<file path="config.mk">
export PLATFORM = sky130hd
export DESIGN_NAME = mod_ctl_sequencer
export DESIGN_NICKNAME = d
export VERILOG_FILES = /design/src/rtl/modseq_pkg.sv /design/src/rtl/modseq_clkdiv.sv /design/src/rtl/modseq_errflag.sv /design/src/rtl/modseq_cfgreg.sv /design/src/rtl/modseq_syncctl.sv /design/src/rtl/mod_ctl_sequencer.sv
export SDC_FILE = /design/constraint.sdc
export NUM_CORES = 1
export LEC_CHECK = 0
export BUFFER_PORTS_ARGS = -buffer_cell sky130_fd_sc_hd__buf_4
export CAP_MARGIN = 20
export CORE_UTILIZATION = 45
export DETAILED_ROUTE_END_ITERATION = 12
export GPL_ROUTABILITY_DRIVEN = 0
export PLACE_DENSITY = 0.77
export SLEW_MARGIN = 40
export SYNTH_ARGS = -nofsm -noshare
export SYNTH_HDL_FRONTEND = slang
export SYNTH_SLANG_ARGS = --single-unit
</file>
<file path="constraint.sdc">
create_clock -name clk -period 2.5 [get_ports clk]
set_input_delay 0.25 -clock clk [delete_from_list [all_inputs] [get_ports clk]]
set_output_delay 0.25 -clock clk [all_outputs]
set_load 0.01 [all_outputs]
</file>
<file path="src/rtl/modseq_pkg.sv">
package modseq_pkg;

    typedef struct packed {
        logic [1:0] chan;
        logic [2:0] gain;
    } ctl_t;

    typedef enum logic {
        FLT_RUN  = 1'b0,
        FLT_HALT = 1'b1
    } flt_state_t;

    function automatic int unsigned next_mod(int unsigned v, int unsigned n);
        return (v + 1 >= n) ? 0 : v + 1;
    endfunction

    function automatic int unsigned cnt_width(int unsigned n);
        return (n > 2) ? $clog2(n) : 1;
    endfunction

endpackage

</file>
<file path="src/rtl/modseq_clkdiv.sv">
module modseq_clkdiv
    import modseq_pkg::*;
#(
    parameter int unsigned DIV = 4
) (
    input  logic clk,
    input  logic rst,
    input  logic hold,
    output logic mclk
);
    localparam int unsigned CW   = cnt_width(DIV);
    localparam int unsigned HALF = DIV / 2;

    logic [CW-1:0] cnt_q;

    always_ff @(posedge clk) begin
        if (rst) begin
            cnt_q <= '0;
        end else if (!hold) begin
            cnt_q <= CW'(next_mod(32'(cnt_q), DIV));
        end
    end

    assign mclk = (32'(cnt_q) >= HALF);

    // the sampling clock does not move while powered down
    a_r6_mclk_frozen: assert property (@(posedge clk) disable iff (rst)
        hold |=> $stable(mclk));

endmodule

</file>
<file path="src/rtl/modseq_errflag.sv">
module modseq_errflag (
    input  logic clk,
    input  logic rst,
    input  logic ovr,
    output logic err
);
    logic err_q;

    always_ff @(posedge clk) begin
        if (rst) begin
            err_q <= 1'b0;
        end else if (ovr) begin
            err_q <= 1'b1;
        end
    end

    assign err = err_q;

    // an overrange sample sets the flag on the next edge
    a_r3_ovr_sets: assert property (@(posedge clk) disable iff (rst)
        ovr |=> err);

    // the flag stays set until reset
    a_r3_sticky: assert property (@(posedge clk) disable iff (rst)
        err |=> err);

endmodule

</file>
<file path="src/rtl/modseq_cfgreg.sv">
module modseq_cfgreg
    import modseq_pkg::*;
(
    input  logic clk,
    input  logic rst,
    input  ctl_t pins,
    input  logic wr,
    input  ctl_t wdata,
    output ctl_t q
);
    ctl_t q_r;

    always_ff @(posedge clk) begin
        if (rst) begin
            q_r <= pins;
        end else if (wr) begin
            q_r <= wdata;
        end
    end

    assign q = q_r;

    // without a write the control bits keep their value
    a_r5_hold: assert property (@(posedge clk) disable iff (rst)
        !wr |=> $stable(q));

endmodule

</file>
<file path="src/rtl/modseq_syncctl.sv">
module modseq_syncctl
    import modseq_pkg::*;
#(
    parameter int unsigned DEC_LEN = 16
) (
    input  logic clk,
    input  logic rst,
    input  logic pd,
    input  logic sync_in,
    input  logic dec_rst,
    output logic filt_en,
    output logic filt_clr
);
    localparam int unsigned DW   = cnt_width(DEC_LEN);
    localparam int unsigned LAST = DEC_LEN - 1;

    logic          sync_d;
    flt_state_t    state_q;
    logic [DW-1:0] cnt_q;
    logic          clr_q;
    logic          sync_ev;
    logic          sync_go;
    logic          running;
    logic          aligned;
    logic          restart;

    assign sync_ev = sync_in && !sync_d;
    assign sync_go = sync_ev && !pd;
    assign running = (state_q == FLT_RUN) && !pd;
    assign aligned = running && (32'(cnt_q) == LAST);
    assign restart = sync_go && !aligned;

    always_ff @(posedge clk) begin
        if (rst) begin
            sync_d  <= 1'b0;
            state_q <= FLT_RUN;
            cnt_q   <= '0;
            clr_q   <= 1'b0;
        end else begin
            sync_d <= sync_in;
            clr_q  <= dec_rst || restart;
            if (pd) begin
                state_q <= FLT_HALT;
            end else if (sync_go) begin
                state_q <= FLT_RUN;
            end
            if (dec_rst || restart) begin
                cnt_q <= '0;
            end else if (running) begin
                cnt_q <= DW'(next_mod(32'(cnt_q), DEC_LEN));
            end
        end
    end

    assign filt_en  = running;
    assign filt_clr = clr_q;

    // a sync on the period boundary sends no clear
    a_r9_aligned_no_clr: assert property (@(posedge clk) disable iff (rst)
        (sync_go && aligned && !dec_rst) |=> !filt_clr);

    // decimator reset always clears the filter
    a_r10_decrst_clr: assert property (@(posedge clk) disable iff (rst)
        dec_rst |=> filt_clr);

    // filtering only resumes through a sync event
    a_r7_resume_by_sync: assert property (@(posedge clk) disable iff (rst)
        $rose(filt_en) |-> $past(sync_go));

    // a sync while powered down changes nothing
    a_r11_pd_sync_ignored: assert property (@(posedge clk) disable iff (rst)
        (pd && !dec_rst) |=> !filt_clr);

endmodule

</file>
<file path="src/rtl/mod_ctl_sequencer.sv">
module mod_ctl_sequencer
    import modseq_pkg::*;
#(
    parameter int unsigned DIV     = 4,
    parameter int unsigned DEC_LEN = 16
) (
    input  logic       clk,
    input  logic       rst,
    input  logic       pwrdn_i,
    input  logic       sync_i,
    input  logic       dec_rst_i,
    input  logic       src_sel_i,
    input  logic       mod_bit_i,
    input  logic       test_bit_i,
    input  logic       ovr_i,
    input  logic [4:0] cfg_pins_i,
    input  logic       cfg_wr_i,
    input  logic [4:0] cfg_wdata_i,
    output logic       mclk_o,
    output logic       filt_bit_o,
    output logic       err_n_o,
    output logic       stat_err_o,
    output logic       filt_en_o,
    output logic       filt_clr_o,
    output logic [4:0] ctl_o
);
    logic pd_q;
    logic err;
    ctl_t ctl;

    // power-down request is taken on the falling edge
    always_ff @(negedge clk) begin
        if (rst) begin
            pd_q <= 1'b0;
        end else begin
            pd_q <= pwrdn_i;
        end
    end

    modseq_clkdiv #(.DIV(DIV)) u_div (
        .clk  (clk),
        .rst  (rst),
        .hold (pd_q),
        .mclk (mclk_o)
    );

    modseq_errflag u_err (
        .clk (clk),
        .rst (rst),
        .ovr (ovr_i),
        .err (err)
    );

    modseq_cfgreg u_cfg (
        .clk   (clk),
        .rst   (rst),
        .pins  (ctl_t'(cfg_pins_i)),
        .wr    (cfg_wr_i),
        .wdata (ctl_t'(cfg_wdata_i)),
        .q     (ctl)
    );

    modseq_syncctl #(.DEC_LEN(DEC_LEN)) u_sync (
        .clk      (clk),
        .rst      (rst),
        .pd       (pd_q),
        .sync_in  (sync_i),
        .dec_rst  (dec_rst_i),
        .filt_en  (filt_en_o),
        .filt_clr (filt_clr_o)
    );

    assign filt_bit_o = src_sel_i ? test_bit_i : mod_bit_i;
    assign err_n_o    = !err;
    assign stat_err_o = err;
    assign ctl_o      = ctl;

    // the two error outputs always agree
    a_r3_err_pair: assert property (@(posedge clk) disable iff (rst)
        err_n_o != stat_err_o);

endmodule

</file>
# --- Word level (Yosys, flattened, before mapping) ---
# Index checks and enable logic that the tools add are counted.
# Widths: inputs -> output; s select.
op_classes:
  n_eq_ne: 1
  bitwise: 1
  n_addsub: 2
  muxes: 7
  n_lt_le_gt_ge: 3
  n_reduce_logical: 13
ops:
  columns: ["operator", "count"]
  rows:
  - ["$mux 5", 2]
  - ["$add 4x1->5 const B", 1]
  - ["$ge 5x5->1 const B", 1]
  - ["$logic_and 1x1->1", 5]
  - ["$eq 4x4->1 const B", 1]
  - ["$logic_not 1->1", 4]
  - ["$mux 4", 1]
  - ["$reduce_bool 2->1", 2]
  - ["$add 2x1->3 const B", 1]
  - ["$ge 3x3->1 const B", 1]
  - ["$mux 1", 3]
  - ["$ge 2x2->1 const B", 1]
  - ["$mux 2", 1]
  - ["$reduce_or 2->1", 1]
  - ["$logic_or 1x1->1", 1]
  - ["$not 1->1", 1]
totals:
  elab_cells: 36
  output_inout_bits: 11
  reg_bits: 16

# --- Logic depth before layout (Yosys ltp) ---
# Gate-level depths: netlist of the first run.
logic_depth:
  word_depth: 7
  mapped_depth: 5
  ltp_nobuf: 5

# --- Cells and area by module ---
# From an unflattened synthesis of the first run, not the netlist that was laid out.
hier_totals:
  cells_unflattened: 62
  area_unflattened_um2: 689.4
by_module_without_submodules:
  columns: ["mod", "cells_each", "n_inst", "seq_area_each_um2", "area_per_inst_um2"]
  rows:
  - ["modseq_syncctl", 32, 1, 140.1, 292.8]
  - ["modseq_cfgreg", 11, 1, 150.1, 212.7]
  - ["modseq_clkdiv", 12, 1, 40.0, 105.1]
  - ["mod_ctl_sequencer", 5, 1, 20.0, 48.8]
  - ["modseq_errflag", 2, 1, 20.0, 30.0]

==> results of run 1 <==
[power by group through the flow]
| stage | Combinational [W] | Sequential, W | Clock (W) |
|---|---|---|---|
| after global placement | 0.0000990 | 0.000304 | 0.00000501 |
| after floorplan | 0.0000412 | 0.000308 | 0.00000501 |
| final | 0.000101 | 0.000299 | 0.000174 |
| after CTS | 0.000102 | 0.000299 | 0.000177 |
| after global routing | 0.000112 | 0.000303 | 0.000189 |
| after detailed placement | 0.000101 | 0.000305 | 0.00000501 |
[state kept, by name, summed over array words and instances (netlist names)]
name             flops
u_cfg.q              5
u_sync.cnt_q         4
u_div.cnt_q          2
pd_q                 1
u_err.err            1
u_sync.filt_clr      1
u_sync.state_q       1
u_sync.sync_d        1
[worst min-delay path by stage]
stage / from / end / slack (ps) / depth (start not counted)
6_report: ovr_i / u_err.err / 170 / 3
3_3_place_gp: ovr_i / u_err.err / 450 / 3
3_5_place_dp: ovr_i / u_err.err / 470 / 3
5_1_grt: ovr_i / u_err.err / 170 / 3
4_1_cts: ovr_i / u_err.err / 160 / 3
2_1_floorplan: ovr_i / u_err.err / 370 / 2
[cells in the final DEF (no fill, tap or decap)]
cell type / instances
nand3_1: 1
nand3b_1: 1
xnor2_1: 1
a21oi_1: 6
and3_1: 1
or2_2: 2
or3_1: 1
nor2_1: 7
inv_1: 4
ha_1: 3
nand2_1: 1
nor3b_1: 2
nand2b_1: 1
or3b_1: 1
nor2_4: 1
buf_4: 31
nor2b_1: 2
mux2_2: 7
nor3_1: 2
clkbuf_4: 3
dfxtp_2: 1
dfxtp_1: 10
o21ai_0: 3
edfxtp_1: 5
clkbuf_8: 1
[routing by layer]
layer | GRT usage [%] | up-vias | share of wire, %
met5 | 0 | - | 0
met4 | 7.26 | 0 | 0
met3 | 5.98 | 0 | 5.7
met2 | 28.5 | 16 | 52
met1 | 16.7 | 249 | 42
li1 | - | 288 | -
[cell type report]
| type | count | share of cell area [%] |
|---|---|---|
| clock inverter | 1 | 0.385 |
| sequential | 16 | 38.1 |
| tap | 15 | 1.92 |
| clock buffer | 4 | 3.72 |
| inverter | 3 | 1.15 |
| timing repair buffer | 31 | 23.8 |
| multi-input combinational | 43 | 30.9 |
[critical path, cell delays in order, from the launching register on]
cell and delay, ps:
dfxtp_2 340, or3b_1 370, or3_1 320, a21oi_1 130
[stage by stage]
stage / utilization (%) / std cells / worst slack (ps) / hold slack [ps]
after floorplan: - / 65 / 1.79 / 366
after global placement: 68.3 / 109 / 50.4 / 453
after detailed placement: 68.3 / 109 / -3.91 / 467
after CTS: 71.1 / 113 / -35.4 / 162
after global routing: 71.4 / 113 / -74.7 / 172
final: 71.4 / 113 / -31.0 / 167
[what timing repair did]
| item | in CTS | in global routing |
|---|---|---|
| pin swaps | 2 | 1 |
| setup endpoints to repair | 2 | 3 |
| gates resized for setup | 1 | 1 |
| endpoints found under the hold margin | 0 | 0 |
[kinds of logic after synthesis]
logic type / Yosys count
fa+ha+maj: 3
compound gates: 9
simple gates: 23
mux: 7
xor+xnor: 1
buf+inv: 6
flops: 16
==> flow_metrics.tcl, run 1 <==
set metrics [dict create \
    status "complete, but fails checks" \
    violations "negative setup slack" \
    r2r_cells 3 \
    grt_use_total_pct 16.1 \
    p_switching_w 0.000134 \
    min-delay-path-class "primary input to flop" \
    finalHoldViolCount 0 \
    synth-compound-area-share_pct 6.49 \
    worstPathRequired_ps 2720 \
    maxCapViolations 0 \
    final.setup.tns_ps -31.0 \
    post_cts_buffers 0 \
    synth_edf_count 5 \
    hold_buffers 0 \
    worstMarginPinSlew_ps 331 \
    io_buffer_count 30 \
    drc_errors 0 \
    p_int_w 0.000440 \
    synth_top_cell_area_share_pct 31.7 \
    relSlewSlack_pct 77.9 \
    p_seq_share_pct 52.2 \
    reg2reg_from "pd_q" \
    routed_wl_um 1290 \
    worstPathArrival_ps 2750 \
    multi_input_area_sq_um 302 \
    synth_area_sq_um 694 \
    yosys_warnings 0 \
    r2r-end "u_sync.cnt_q[3]" \
    power_w 0.000574 \
    setup_slack_ps -31.0 \
    drtIter0Drc 2 \
    power.density_nw_per_um2 588 \
    grt_pass1_vias 452 \
    clk_pin_slew_ps 90 \
    diodes 0 \
    initial_utilization_pct 50.8 \
    power_frac_comb_pct 17.5 \
    setup.worst_path.start "pd_q" \
    worst_setup_path_end_kind "flop" \
    cts_tree "done" \
    final_nets 122 \
    core_sq_um 1370 \
    rsz0062_at_grt "yes" \
    syn_nets 88 \
    synthFlopType "dfxtp_1" \
    ys_seq_elements 16 \
    grt_pass1_wl_um 1690 \
    critPathLaunchType "flop" \
    cts_made_buffers 3 \
    clkLatencyLatePin_ps 340 \
    synth_common_cells "11 x dfxtp_1, 8 x nor2_1, 7 x mux2_2, 6 x a21oi_1, 5 x edfxtp_1" \
    clk_path_buf_depth 2 \
    wire_per_inst_um 11.4 \
    drtPass1Iterations 2 \
    ys_types 22 \
    final-max-slew-violation-count 0 \
    p_leak_nw 0.444 \
    cts_sinks 16 \
    num_vias 553 \
    async_flop_share_pct 0 \
    synth_adder_area_share_pct 5.41 \
    reg2reg_slack_ps -30 \
    vias_per_cell 4.89 \
    cts-root-buf "clkbuf_4" \
    io_pins 31 \
    avgSynthCellArea_sq_um 10.7 \
    die_area_sq_um 1700 \
    fin_area_sq_um 976 \
    critPathKind "flop to flop" \
    fin_skew_ps 66.0 \
    area_growth_pct 40.5 \
    synth_top_family_by_area "simple AND/OR/NAND/NOR gates" \
    ant_nets 0 \
    synth_seq_area_share_pct 53.3 \
    yosysTopAreaCell "dfxtp_1" \
    drive_gt1_share_pct 46.9 \
    synth.mux.area_fraction_pct 11.4 \
    grt_max_degree 15 \
    synth-xor-area-share_pct 1.26 \
    final-seq-area_sq_um 372 \
    synth-simple-area-share_pct 17.8 \
    yosysMostFrequentCell "dfxtp_1" \
    setup_violations 1 \
    htree_levels 1 \
    die_h_um 41.3 \
    hpwl_um 1000 \
    num_rows 13 \
    endpoint "u_sync.cnt_q[3]" \
    gr-total-overflow 0 \
    crit_fanout 6 \
    synth_area_leaders "dfxtp_1 32%, edfxtp_1 22%, mux2_2 11%, ha_1 5.4%, a21oi_1 4.3%" \
    p_sw_share_pct 23.3 \
    syn_inst 65 \
    power.share.clock_pct 30.3 \
    post_dp_cell_area_sq_um 933 \
    antenna_found_initial 0 \
    dieWidth_um 41.3 \
    fillCellCount 114 \
    ir_drop_mv 0.371 \
]
(Power assumes the default switching activity.)
==> run 2, diff against run 1 <==
==> constraint.sdc (replaced) <==
create_clock -name clk -period 2.5 [get_ports clk]
set_input_delay 0.125 -clock clk [delete_from_list [all_inputs] [get_ports clk]]
set_output_delay 0.125 -clock clk [all_outputs]
set_load 0.01 [all_outputs]
==> flow_metrics.tcl, run 2 (synthesis gave the netlist of run 1 again) <==
set metrics [dict create \
    routed_wl_um 1220 \
    final.setup.tns_ps -16.5 \
    io_pins 31 \
    grt_use_total_pct 16.1 \
    worstMarginPinSlew_ps 335 \
    clkLatencyLatePin_ps 340 \
    setup_slack_ps -16.5 \
    reg2reg_slack_ps -20 \
    layout_commonest_cell "buf_4" \
    reg2reg_from "pd_q" \
    worstPathRequired_ps 2720 \
    cts_made_buffers 3 \
    cts_tree "done" \
    slowest_delay_ps 360 \
    p_leak_nw 0.442 \
    crit_chain "or3b_1 > or3_1 > a21oi_1" \
    crit_fanout 6 \
    min-delay-path-class "primary input to flop" \
    status "complete, but fails checks" \
    fin_util_pct 71.1 \
    cts-root-buf "clkbuf_4" \
    ant_nets 0 \
    relSlewSlack_pct 77.6 \
    cts_sinks 16 \
    diodes 0 \
    antenna_found_initial 0 \
    cp_slowest_cell "or3b_1" \
    hold_buffers 0 \
    rsz0062_at_grt "yes" \
    multi_input_area_sq_um 297 \
    post_cts_buffers 0 \
    num_vias 562 \
    area_growth_pct 39.8 \
    hold_path_end "u_err.err" \
    violations "negative setup slack" \
    drive_gt1_share_pct 46.9 \
    power.density_nw_per_um2 588 \
    min_from "ovr_i" \
    fillCellCount 115 \
    clk_pin_slew_ps 90 \
    initial_utilization_pct 50.8 \
    whs_path_depth 3 \
    final-seq-area_sq_um 372 \
    clk_path_buf_depth 2 \
    drc_errors 0 \
    r2r-end "u_sync.cnt_q[3]" \
    final_cell_mix "31 x buf_4, 10 x dfxtp_1, 7 x mux2_2, 7 x nor2_1, 6 x a21oi_1" \
    dpl.cell_count 109 \
    r2r_cells 3 \
    drtPass1Iterations 3 \
    die_h_um 41.3 \
    fin_skew_ps 63.4 \
    setup_violations 1 \
    largest_reg_flops 5 \
    fin_cells 113 \
    htree_levels 1 \
    worst_setup_path_end_kind "flop" \
    vias_per_cell 4.97 \
    dieWidth_um 41.3 \
    core_sq_um 1370 \
    ir_drop_mv 0.371 \
    final_nets 122 \
    io_buffer_count 30 \
    num_rows 13 \
    drtIter0Drc 6 \
    grt_pass1_wl_um 1690 \
    hpwl_um 1000 \
    final-max-slew-violation-count 0 \
    finalHoldViolCount 0 \
    worstPathArrival_ps 2730 \
    critPathLaunchType "flop" \
    critPathKind "flop to flop" \
    maxCapViolations 0 \
    gr-total-overflow 0 \
    whs_ps 41.9 \
    grt_pass1_vias 452 \
    grt_max_degree 15 \
    die_area_sq_um 1700 \
    wire_per_inst_um 10.8 \
]
run 2: final cells by class:
class	count	share of cell area (%)
timing repair buffer	31	24.0
sequential	16	38.3
multi-input combinational	43	30.5
clock buffer	4	3.74
inverter	3	1.16
tap	15	1.93
clock inverter	1	0.387
run 2: how the worst max path moves through the flow:
stage,start,to,slack (ps)
floorplan,pd_q,u_sync.cnt_q[3],2
global placement,pd_q,u_sync.cnt_q[3],50
detailed placement,pd_q,u_sync.cnt_q[3],-4
CTS,pd_q,u_sync.cnt_q[3],-40
global route,pd_q,u_sync.cnt_q[3],-60
finish,pd_q,u_sync.cnt_q[3],-20
run 2: per-layer routing:
layer  global-route usage (%)  wire (um)
met5                        0          0
met4                     7.26          9
met1                     16.7        513
met3                     5.98         74
met2                     28.5        624
run 2: what timing repair did:
action | CTS | global route
setup endpoints to repair | 1 | 2
pin swaps | 2 | 1
gates resized for setup | 1 | 0
run 2: critical path, delay by kind of cell (launching register included):
family / cells / cell delay (ps)
DFF: 1 / 330
and+or+nand+nor: 2 / 680
AOI/OAI and AO/OA: 1 / 130
run 2: report_power, final:
| group | internal [W] | switching, W | leakage [nW] |
|---|---|---|---|
| combinational | 0.0000611 | 0.0000385 | 0.274 |
| clock | 0.0000906 | 0.0000819 | 0.0263 |
| sequential | 0.000288 | 0.0000107 | 0.142 |
run 2: through the flow:
| stage | total power (W) | cell area, sq um | worst slack [ps] |
|---|---|---|---|
| CTS | 0.000578 | 971 | -35.4 |
| detailed placement | 0.000411 | 933 | -3.91 |
| global placement | 0.000408 | 933 | 50.4 |
| global route | 0.000602 | 971 | -63.9 |
| finish | 0.000571 | 971 | -16.5 |
| floorplan | 0.000355 | 697 | 1.79 |
